$ cat config.mk
export PLATFORM = sky130hd
export DESIGN_NAME = da4_mac
export DESIGN_NICKNAME = d
export VERILOG_FILES = /design/src/rtl/da4_pkg.sv /design/src/rtl/da4_coef_lut.sv /design/src/rtl/da4_bit_slicer.sv /design/src/rtl/da4_scale_acc.sv /design/src/rtl/da4_ctrl.sv /design/src/rtl/da4_mac.sv
export SDC_FILE = /design/constraint.sdc
export NUM_CORES = 1
export LEC_CHECK = 0
export ABC_CLOCK_PERIOD_IN_PS = 14650
export CAP_MARGIN = 5
export CORE_MARGIN = 10
export CORE_UTILIZATION = 51
export DETAILED_ROUTE_END_ITERATION = 7
export DONT_BUFFER_PORTS = 1
export GPL_TIMING_DRIVEN = 0
export PLACE_DENSITY_LB_ADDON = 0.25
export SYNTH_ARGS = -nofsm -noshare
export SYNTH_HDL_FRONTEND = slang
export SYNTH_SLANG_ARGS = --single-unit
$ cat constraint.sdc
create_clock -name clk -period 14.65 [get_ports clk]
set_input_delay 4.395 -clock clk [delete_from_list [all_inputs] [get_ports clk]]
set_output_delay 4.395 -clock clk [all_outputs]
set_load 0.01 [all_outputs]
$ cat src/rtl/da4_pkg.sv
package da4_pkg;

  // Sequencer states of the radix-4 engine
  typedef enum logic [1:0] {
    ST_IDLE = 2'd0,
    ST_RUN  = 2'd1,
    ST_HOLD = 2'd2
  } da4_state_e;

  // Width of a sum of n signed words of width w
  function automatic int sum_width(input int w, input int n);
    return w + $clog2(n);
  endfunction

endpackage

$ cat src/rtl/da4_coef_lut.sv
// Coefficient-sum table: returns the sum of every coefficient whose
// address bit is set. Built as an adder network from the parameter.
module da4_coef_lut #(
  parameter int NTAPS = 4,
  parameter int CW    = 8,
  parameter int LW    = 10,
  parameter logic [NTAPS*CW-1:0] COEFS = '0
) (
  input  logic [NTAPS-1:0]     addr,
  output logic signed [LW-1:0] sum
);

  logic signed [LW-1:0] coef_ext [NTAPS];

  for (genvar i = 0; i < NTAPS; i++) begin : g_ext
    assign coef_ext[i] = LW'($signed(COEFS[i*CW +: CW]));
  end

  always_comb begin
    sum = '0;
    for (int i = 0; i < NTAPS; i++) begin
      if (addr[i]) sum = sum + coef_ext[i];
    end
  end

endmodule

$ cat src/rtl/da4_bit_slicer.sv
// Holds the accepted tap words and presents two bit planes per step.
module da4_bit_slicer #(
  parameter int NTAPS = 4,
  parameter int W     = 8
) (
  input  logic               clk,
  input  logic               rst_n,
  input  logic               load,
  input  logic               shift,
  input  logic [NTAPS*W-1:0] taps_in,
  output logic [NTAPS-1:0]   even_addr,
  output logic [NTAPS-1:0]   odd_addr
);

  for (genvar i = 0; i < NTAPS; i++) begin : g_tap
    logic [W-1:0] word;

    always_ff @(posedge clk) begin
      if (!rst_n)     word <= '0;
      else if (load)  word <= taps_in[i*W +: W];
      else if (shift) word <= word >> 2;
    end

    assign even_addr[i] = word[0];
    assign odd_addr[i]  = word[1];
  end

endmodule

$ cat src/rtl/da4_scale_acc.sv
// Scaling accumulator: feedback moves two places right each step while
// the new pair term enters at the top weight, so the sum stays exact.
module da4_scale_acc #(
  parameter int LW = 10,
  parameter int W  = 8,
  parameter int AW = 18
) (
  input  logic                 clk,
  input  logic                 rst_n,
  input  logic                 clear,
  input  logic                 step,
  input  logic                 last,
  input  logic signed [LW-1:0] even_sum,
  input  logic signed [LW-1:0] odd_sum,
  output logic signed [AW-1:0] acc
);

  localparam int PW = LW + 2;

  logic signed [PW-1:0] even_w, odd_w, pair;
  logic signed [AW-1:0] term;

  always_comb begin
    even_w = PW'(even_sum);
    odd_w  = PW'(odd_sum) <<< 1;
    pair   = last ? (even_w - odd_w) : (even_w + odd_w);
    term   = AW'(pair) <<< (W - 2);
  end

  always_ff @(posedge clk) begin
    if (!rst_n || clear) acc <= '0;
    else if (step)       acc <= (acc >>> 2) + term;
  end

endmodule

$ cat src/rtl/da4_ctrl.sv
// Sequencer: accept, W/2 working steps, hold until the sink takes it.
module da4_ctrl
  import da4_pkg::*;
#(
  parameter int STEPS = 4
) (
  input  logic clk,
  input  logic rst_n,
  input  logic in_valid,
  input  logic out_ready,
  output logic in_ready,
  output logic out_valid,
  output logic load,
  output logic step,
  output logic last
);

  localparam int CNTW = (STEPS > 1) ? $clog2(STEPS) : 1;

  da4_state_e      state, state_n;
  logic [CNTW-1:0] cnt, cnt_n;

  assign in_ready  = (state == ST_IDLE);
  assign out_valid = (state == ST_HOLD);
  assign load      = in_valid && in_ready;
  assign step      = (state == ST_RUN);
  assign last      = step && (cnt == CNTW'(STEPS - 1));

  always_comb begin
    state_n = state;
    cnt_n   = cnt;
    unique case (state)
      ST_IDLE: begin
        cnt_n = '0;
        if (load) state_n = ST_RUN;
      end
      ST_RUN: begin
        cnt_n = cnt + 1'b1;
        if (last) state_n = ST_HOLD;
      end
      ST_HOLD: begin
        if (out_ready) state_n = ST_IDLE;
      end
      default: state_n = ST_IDLE;
    endcase
  end

  always_ff @(posedge clk) begin
    if (!rst_n) begin
      state <= ST_IDLE;
      cnt   <= '0;
    end else begin
      state <= state_n;
      cnt   <= cnt_n;
    end
  end

endmodule

$ cat src/rtl/da4_mac.sv
// Radix-4 distributed-arithmetic dot product, valid/ready at both ends.
module da4_mac
  import da4_pkg::*;
#(
  parameter int NTAPS = 4,
  parameter int W     = 8,
  parameter int CW    = 8,
  parameter logic [NTAPS*CW-1:0] COEFS = 32'h807F_9C25,
  localparam int RW   = W + CW + $clog2(NTAPS)
) (
  input  logic                 clk,
  input  logic                 rst_n,
  input  logic                 in_valid,
  output logic                 in_ready,
  input  logic [NTAPS*W-1:0]   in_taps,
  output logic                 out_valid,
  input  logic                 out_ready,
  output logic signed [RW-1:0] out_result
);

  localparam int LW    = sum_width(CW, NTAPS);
  localparam int STEPS = W / 2;
  localparam int LANES = 2;

  logic load, step, last;
  logic [NTAPS-1:0]     addr [LANES];
  logic signed [LW-1:0] lsum [LANES];

  da4_ctrl #(.STEPS(STEPS)) u_ctrl (
    .clk       (clk),
    .rst_n     (rst_n),
    .in_valid  (in_valid),
    .out_ready (out_ready),
    .in_ready  (in_ready),
    .out_valid (out_valid),
    .load      (load),
    .step      (step),
    .last      (last)
  );

  da4_bit_slicer #(.NTAPS(NTAPS), .W(W)) u_slicer (
    .clk       (clk),
    .rst_n     (rst_n),
    .load      (load),
    .shift     (step),
    .taps_in   (in_taps),
    .even_addr (addr[0]),
    .odd_addr  (addr[1])
  );

  // Two identical tables: lane 0 for even bits, lane 1 for odd bits
  for (genvar l = 0; l < LANES; l++) begin : g_lane
    da4_coef_lut #(.NTAPS(NTAPS), .CW(CW), .LW(LW), .COEFS(COEFS)) u_lut (
      .addr (addr[l]),
      .sum  (lsum[l])
    );
  end

  da4_scale_acc #(.LW(LW), .W(W), .AW(RW)) u_acc (
    .clk      (clk),
    .rst_n    (rst_n),
    .clear    (load),
    .step     (step),
    .last     (last),
    .even_sum (lsum[0]),
    .odd_sum  (lsum[1]),
    .acc      (out_result)
  );

endmodule

# After elaboration in Yosys (flattened, before gate mapping)

Cells that the tools add are included.

Add/sub/neg operators: 10
Eq/ne operators: 6
Muxes and demuxes: 22
Reductions and logical operators: 8

Operators by type and width:

| cell                  | count |
|---|---|
| $mux 8                | 8 |
| $add 10x8->10 const B | 6 |
| $mux 10               | 6 |
| $add 16x18->18        | 1 |
| $add 10x11->12        | 1 |
| $mux 12               | 1 |
| $mux 6                | 2 |
| $sub 10x11->12        | 1 |
| $mux 2                | 3 |
| $ne 2x1->1 const B    | 3 |
| $pmux 2 s3            | 1 |
| $eq 2x2->1 const B    | 2 |
| $pmux 2 s2            | 1 |
| $reduce_bool 2->1     | 2 |
| $reduce_and 3->1      | 1 |
| $add 2x1->2 const B   | 1 |
| $eq 2x1->1 const B    | 1 |
| $logic_and 1x1->1     | 2 |
| $logic_not 2->1       | 1 |
| $logic_not 1->1       | 1 |
| $logic_or 1x1->1      | 1 |

Bits in registers: 54
Input port bits: 36
Output and inout bits: 20
Logic and storage cells: 53

# Depth between registers and ports, before layout

Depth in word-level cells: 10
Gate-level depth with buffers: 23
Mapped depth without buffers: 23

# Cells and area by module

From an unflattened synthesis, not the netlist that was laid out.

Cell total of the unflattened synthesis: 472
Area total of the unflattened synthesis: 4,351.7 sq um

Modules (own cells, without submodules):

| module         | times used | cells each | area each (sq um) | sequential area each (sq um) |
|---|---|---|---|---|
| da4_scale_acc  | 1          | 230        | 1,848.0           | 360.3 |
| da4_bit_slicer | 1          | 148        | 1,681.6           | 640.6 |
| da4_coef_lut   | 2          | 37         | 316.6             | 0.0 |
| da4_ctrl       | 1          | 20         | 188.9             | 80.1 |

# Least setup slack after synthesis

Ideal clock, no wire load.

Path type: input to register
Start: input port in_valid
End: register u_slicer.g_tap[2].word[0]
Setup time: 0.076 ns
Arrival time: 5.379 ns
Data required time: 14.574 ns
Slack: 9.196 ns
Stages: 6
Buffers on the path: 2
Cells stage by stage: and2_1 -> clkbuf_1 -> nor2_1 -> clkbuf_1 -> nand2_1 -> a21boi_0

Longest elaborated chain between the ends: 2
Elaborated cells between the ends (all ways): 3
Classes of those cells: mux: 1; reduce/logical: 2

Ends and longest elaborated chain:

| element                                     | line                 | source |
|---|---|---|
| from (decl)                                 | da4_mac.sv:13        | `input logic in_valid,` |
| $logic_and 1x1->1 (*)                       | da4_ctrl.sv:25       | `assign load = in_valid && in_ready;` |
| $mux 8 or $reduce_bool 2->1 (tied branches) | -                    |  |
| to (signal assigned)                        | da4_bit_slicer.sv:20 | `else if (load) word <= taps_in[i*W +: W];` |
| to (signal assigned)                        | da4_bit_slicer.sv:21 | `else if (shift) word <= word >> 2;` |
| to (decl)                                   | da4_bit_slicer.sv:16 | `logic [W-1:0] word;` |

Mark *: on every way between the ends. The rest lies on a longest branch, timed or not.
A chain may end at the register's enable or synchronous reset.

# Final worst setup path

Start: register u_ctrl.state[1]
End: output port out_valid

Longest elaborated chain between the ends: 1

Ends and longest elaborated chain:

| element                | line           | source |
|---|---|---|
| from (decl)            | da4_ctrl.sv:20 | `da4_state_e state, state_n;` |
| from (signal assigned) | da4_ctrl.sv:53 | `state <= state_n;` |
| $eq 2x2->1             | da4_ctrl.sv:24 | `assign out_valid = (state == ST_HOLD);` |
| to (decl)              | da4_mac.sv:16  | `output logic out_valid,` |

No other way between the ends.

==> results.yml <==
run_status:
  status: "completed"
logic_synthesis:
  syn_avg_cell_area_sq_um: 8.17
  synth_edf_count: 0
  synthCells: 478
  yosys.area.top_type_share_pct: 27.7
  synth.cell_area_sq_um: 3900
  ys_ff_latch: 54
  ys_top_cells_by_area: "dfxtp_1, ha_1, nand2_1, a21boi_0, a22oi_1"
  yosys_warnings: 0
  async_flop_share_pct: 0
  yosysTopAreaCell: "dfxtp_1"
  synth_cell_types: 54
  synth_flop_cell: "dfxtp_1"
  synthesis.nets: 555
  seq_area_frac_synth_pct: 27.7
floorplan:
  core_sq_um: 7330
  die_h_microns: 107
  design.die.area_sq_um: 11600
  fp-row-count: 31
  die_x_microns: 107
  initial_core_util_pct: 53.3
  io_pins: 56
global_route:
  grt_max_degree: 17
  grt_remaining_overflow: 0
  global_route.peak_usage_layer: "met2"
  grt_pass1_vias: 3128
  grtUsageMet2_pct: 26.6
  antenna_found_initial: 0
  met1_usage_pct: 19.0
  grt_pass1_wl_mm: 15.1
  grt_usage_pct: 15.6
  grt_util_met3_pct: 3.89
layout:
  most-common-layout-cells: "nand2_1, dfxtp_1, ha_1"
  final_area_sq_um: 4140
  final_common_cell: "nand2_1"
  syn_to_final_growth_pct: 5.99
  n_antenna_cell: 0
  nets: 562
  final_layout_size_suffix_gt1_share_pct: 5.14
  fillers: 674
placement:
  gp_congestion: 0.874
  place.port_buffers: 0
  hpwl_mm: 7.35
  dpl_cell_area_sq_um: 4030
drt:
  ant_nets: 0
  routedWlPerCell_microns: 15.7
  first_pass_iters: 4
  route.vias.total: 3313
  wirelength_mm: 9.17
  vias_per_cell: 5.66
  drcViolationCount: 0
  drtIter0Drc: 176
power_and_ir_drop:
  irDropWorstVdd_v: 0.0000629
  power_density_nw_per_um2: 123
  p_leak_nw: 1.61
clocking:
  cts.sinks: 54
  cts_tree: "built"
  ctsResizeCount: 0
  clkLatencyLatePin_ns: 0.31
  cts_setup_buffers: 0
  path_clk_slew_ns: 0.10
  cts.htree.levels: 2
  cts_buffer_depth: 2
  holdBufCountCts: 0
  cts_root_buf: "clkbuf_8"
  cts_buffers: 5
run:
  drv_cap: 0
worst_setup_path:
  path_depth: 1
  worstSetupEndpoint: "out_valid"
  arrival_ns: 1.06
  worstPathMaxFanout: 7
  critical_path_class: "reg2out"
  required_ns: 10.26
  crit_chain: "nor2b_1"
  start_kind: "flip-flop"
  rrSetupSlack_ns: 9.37
  cp_slowest_stage_delay_ns: 0.44
  crit_path_end_kind: "output port"
  worstRegToRegCells: 22
  r2r-end: "u_acc.acc[17]"
  path_delay_family: "flip-flops"
  crit_path_start: "u_ctrl.state[1]"
  crit_slowest_cell: "dfxtp_1"
  critPathBufInv: 0
  rr_startpoint: "u_slicer.g_tap[0].word[1]"
timing:
  clock.fmax_ghz: 0.183
  slew-limit-headroom_pct: 53.7
  setup_viol: 0
  fin_setup_tns_ns: 0
  fin_skew_ns: 0.00999
  drv_slew: 0
  worstMarginPinSlew_ns: 0.692
  min_period_ns: 5.45
  rsz0062_at_grt: "false"
  hold_viol_final: 0
  min_period_over_period_pct: 37.2
worst_hold_path:
  hold_class: "reg2reg"
-- worst min path at each step --
stage	from	to	slack, ns	depth (start not counted)
after floorplan	u_slicer.g_tap[0].word[2]	u_slicer.g_tap[0].word[2]	0.44	2
after global placement	u_slicer.g_tap[0].word[3]	u_slicer.g_tap[0].word[3]	0.45	2
after detailed placement	u_slicer.g_tap[2].word[5]	u_slicer.g_tap[2].word[5]	0.46	2
after CTS	u_slicer.g_tap[2].word[5]	u_slicer.g_tap[2].word[5]	0.47	2
after global routing	u_slicer.g_tap[0].word[2]	u_slicer.g_tap[0].word[2]	0.49	2
final	u_slicer.g_tap[2].word[5]	u_slicer.g_tap[2].word[5]	0.47	2
-- power breakdown --
group | leakage [nW] | switching, W | internal [W] | total (W)
sequential | 0.441 | 0.0000147 | 0.000158 | 0.000173
clock | 0.0514 | 0.0000481 | 0.0000510 | 0.0000992
combinational | 1.12 | 0.000129 | 0.000108 | 0.000237
total | 1.61 | 0.000192 | 0.000317 | 0.000509
-- registers in the layout, summed over array words and instances, names as in the netlist --
signal               cells
u_slicer.g_tap.word     32
u_acc.acc               18
u_ctrl.cnt               2
u_ctrl.state             2
-- stage by stage --
step	hold slack [ns]	utilization [%]	cells	power, W	setup WS [ns]
after floorplan	0.444	-	478	0.000366	9.20
after global routing	0.494	56.4	585	0.000550	8.87
after global placement	0.450	54.9	577	0.000404	8.89
after detailed placement	0.460	54.9	577	0.000412	8.89
final	0.470	56.4	585	0.000509	9.20
after CTS	0.474	56.4	585	0.000513	9.20
-- cells in the mapped netlist, types with 5 or more instances --
cell type,number
clkbuf_1,16
xnor2_1,21
mux2i_1,9
nor3_1,6
o21ai_0,17
nor2b_1,8
a22oi_1,26
clkbuf_8,5
nand3_1,15
a21oi_1,28
a21o_1,6
dfxtp_1,54
nor2_1,23
inv_1,25
a21boi_0,35
ha_1,39
xor2_1,8
nand2_1,76
-- per-layer routing --
layer	share of wire, %	routed length, microns
met3	6.1	556
met1	44	4020
met5	0	0
met4	0.95	87
met2	49	4510
-- tightest hold or removal path: stages (launching register included) --
cell and delay [ns]:
dfxtp_1 0.32, nand2_1 0.05, a21boi_0 0.06
-- area by class of cell --
| type | count | area [sq um] | area share, % |
|---|---|---|---|
| Buffer | 25 | 155 | 3.75 |
| Tap cell | 99 | 124 | 2.99 |
| Inverter | 25 | 93.8 | 2.27 |
| Sequential cell | 54 | 1080 | 26.1 |
| Multi-Input combinational cell | 374 | 2570 | 62.2 |
| Clock buffer | 6 | 72.6 | 1.75 |
| Clock inverter | 2 | 37.5 | 0.907 |
-- kinds of logic (layout without fill, tap and decap cells) --
logic type | Yosys count | after routing | share of synthesized area [%]
compound gates | 136 | 136 | 24.0
xor+xnor | 30 | 30 | 7.12
fa+ha+maj | 41 | 41 | 13.5
buf+inv | 50 | 58 | 6.38
flops | 54 | 54 | 27.7
mux | 9 | 9 | 2.31
simple gates | 158 | 158 | 19.0
Power figures use the tool's default switching activity.
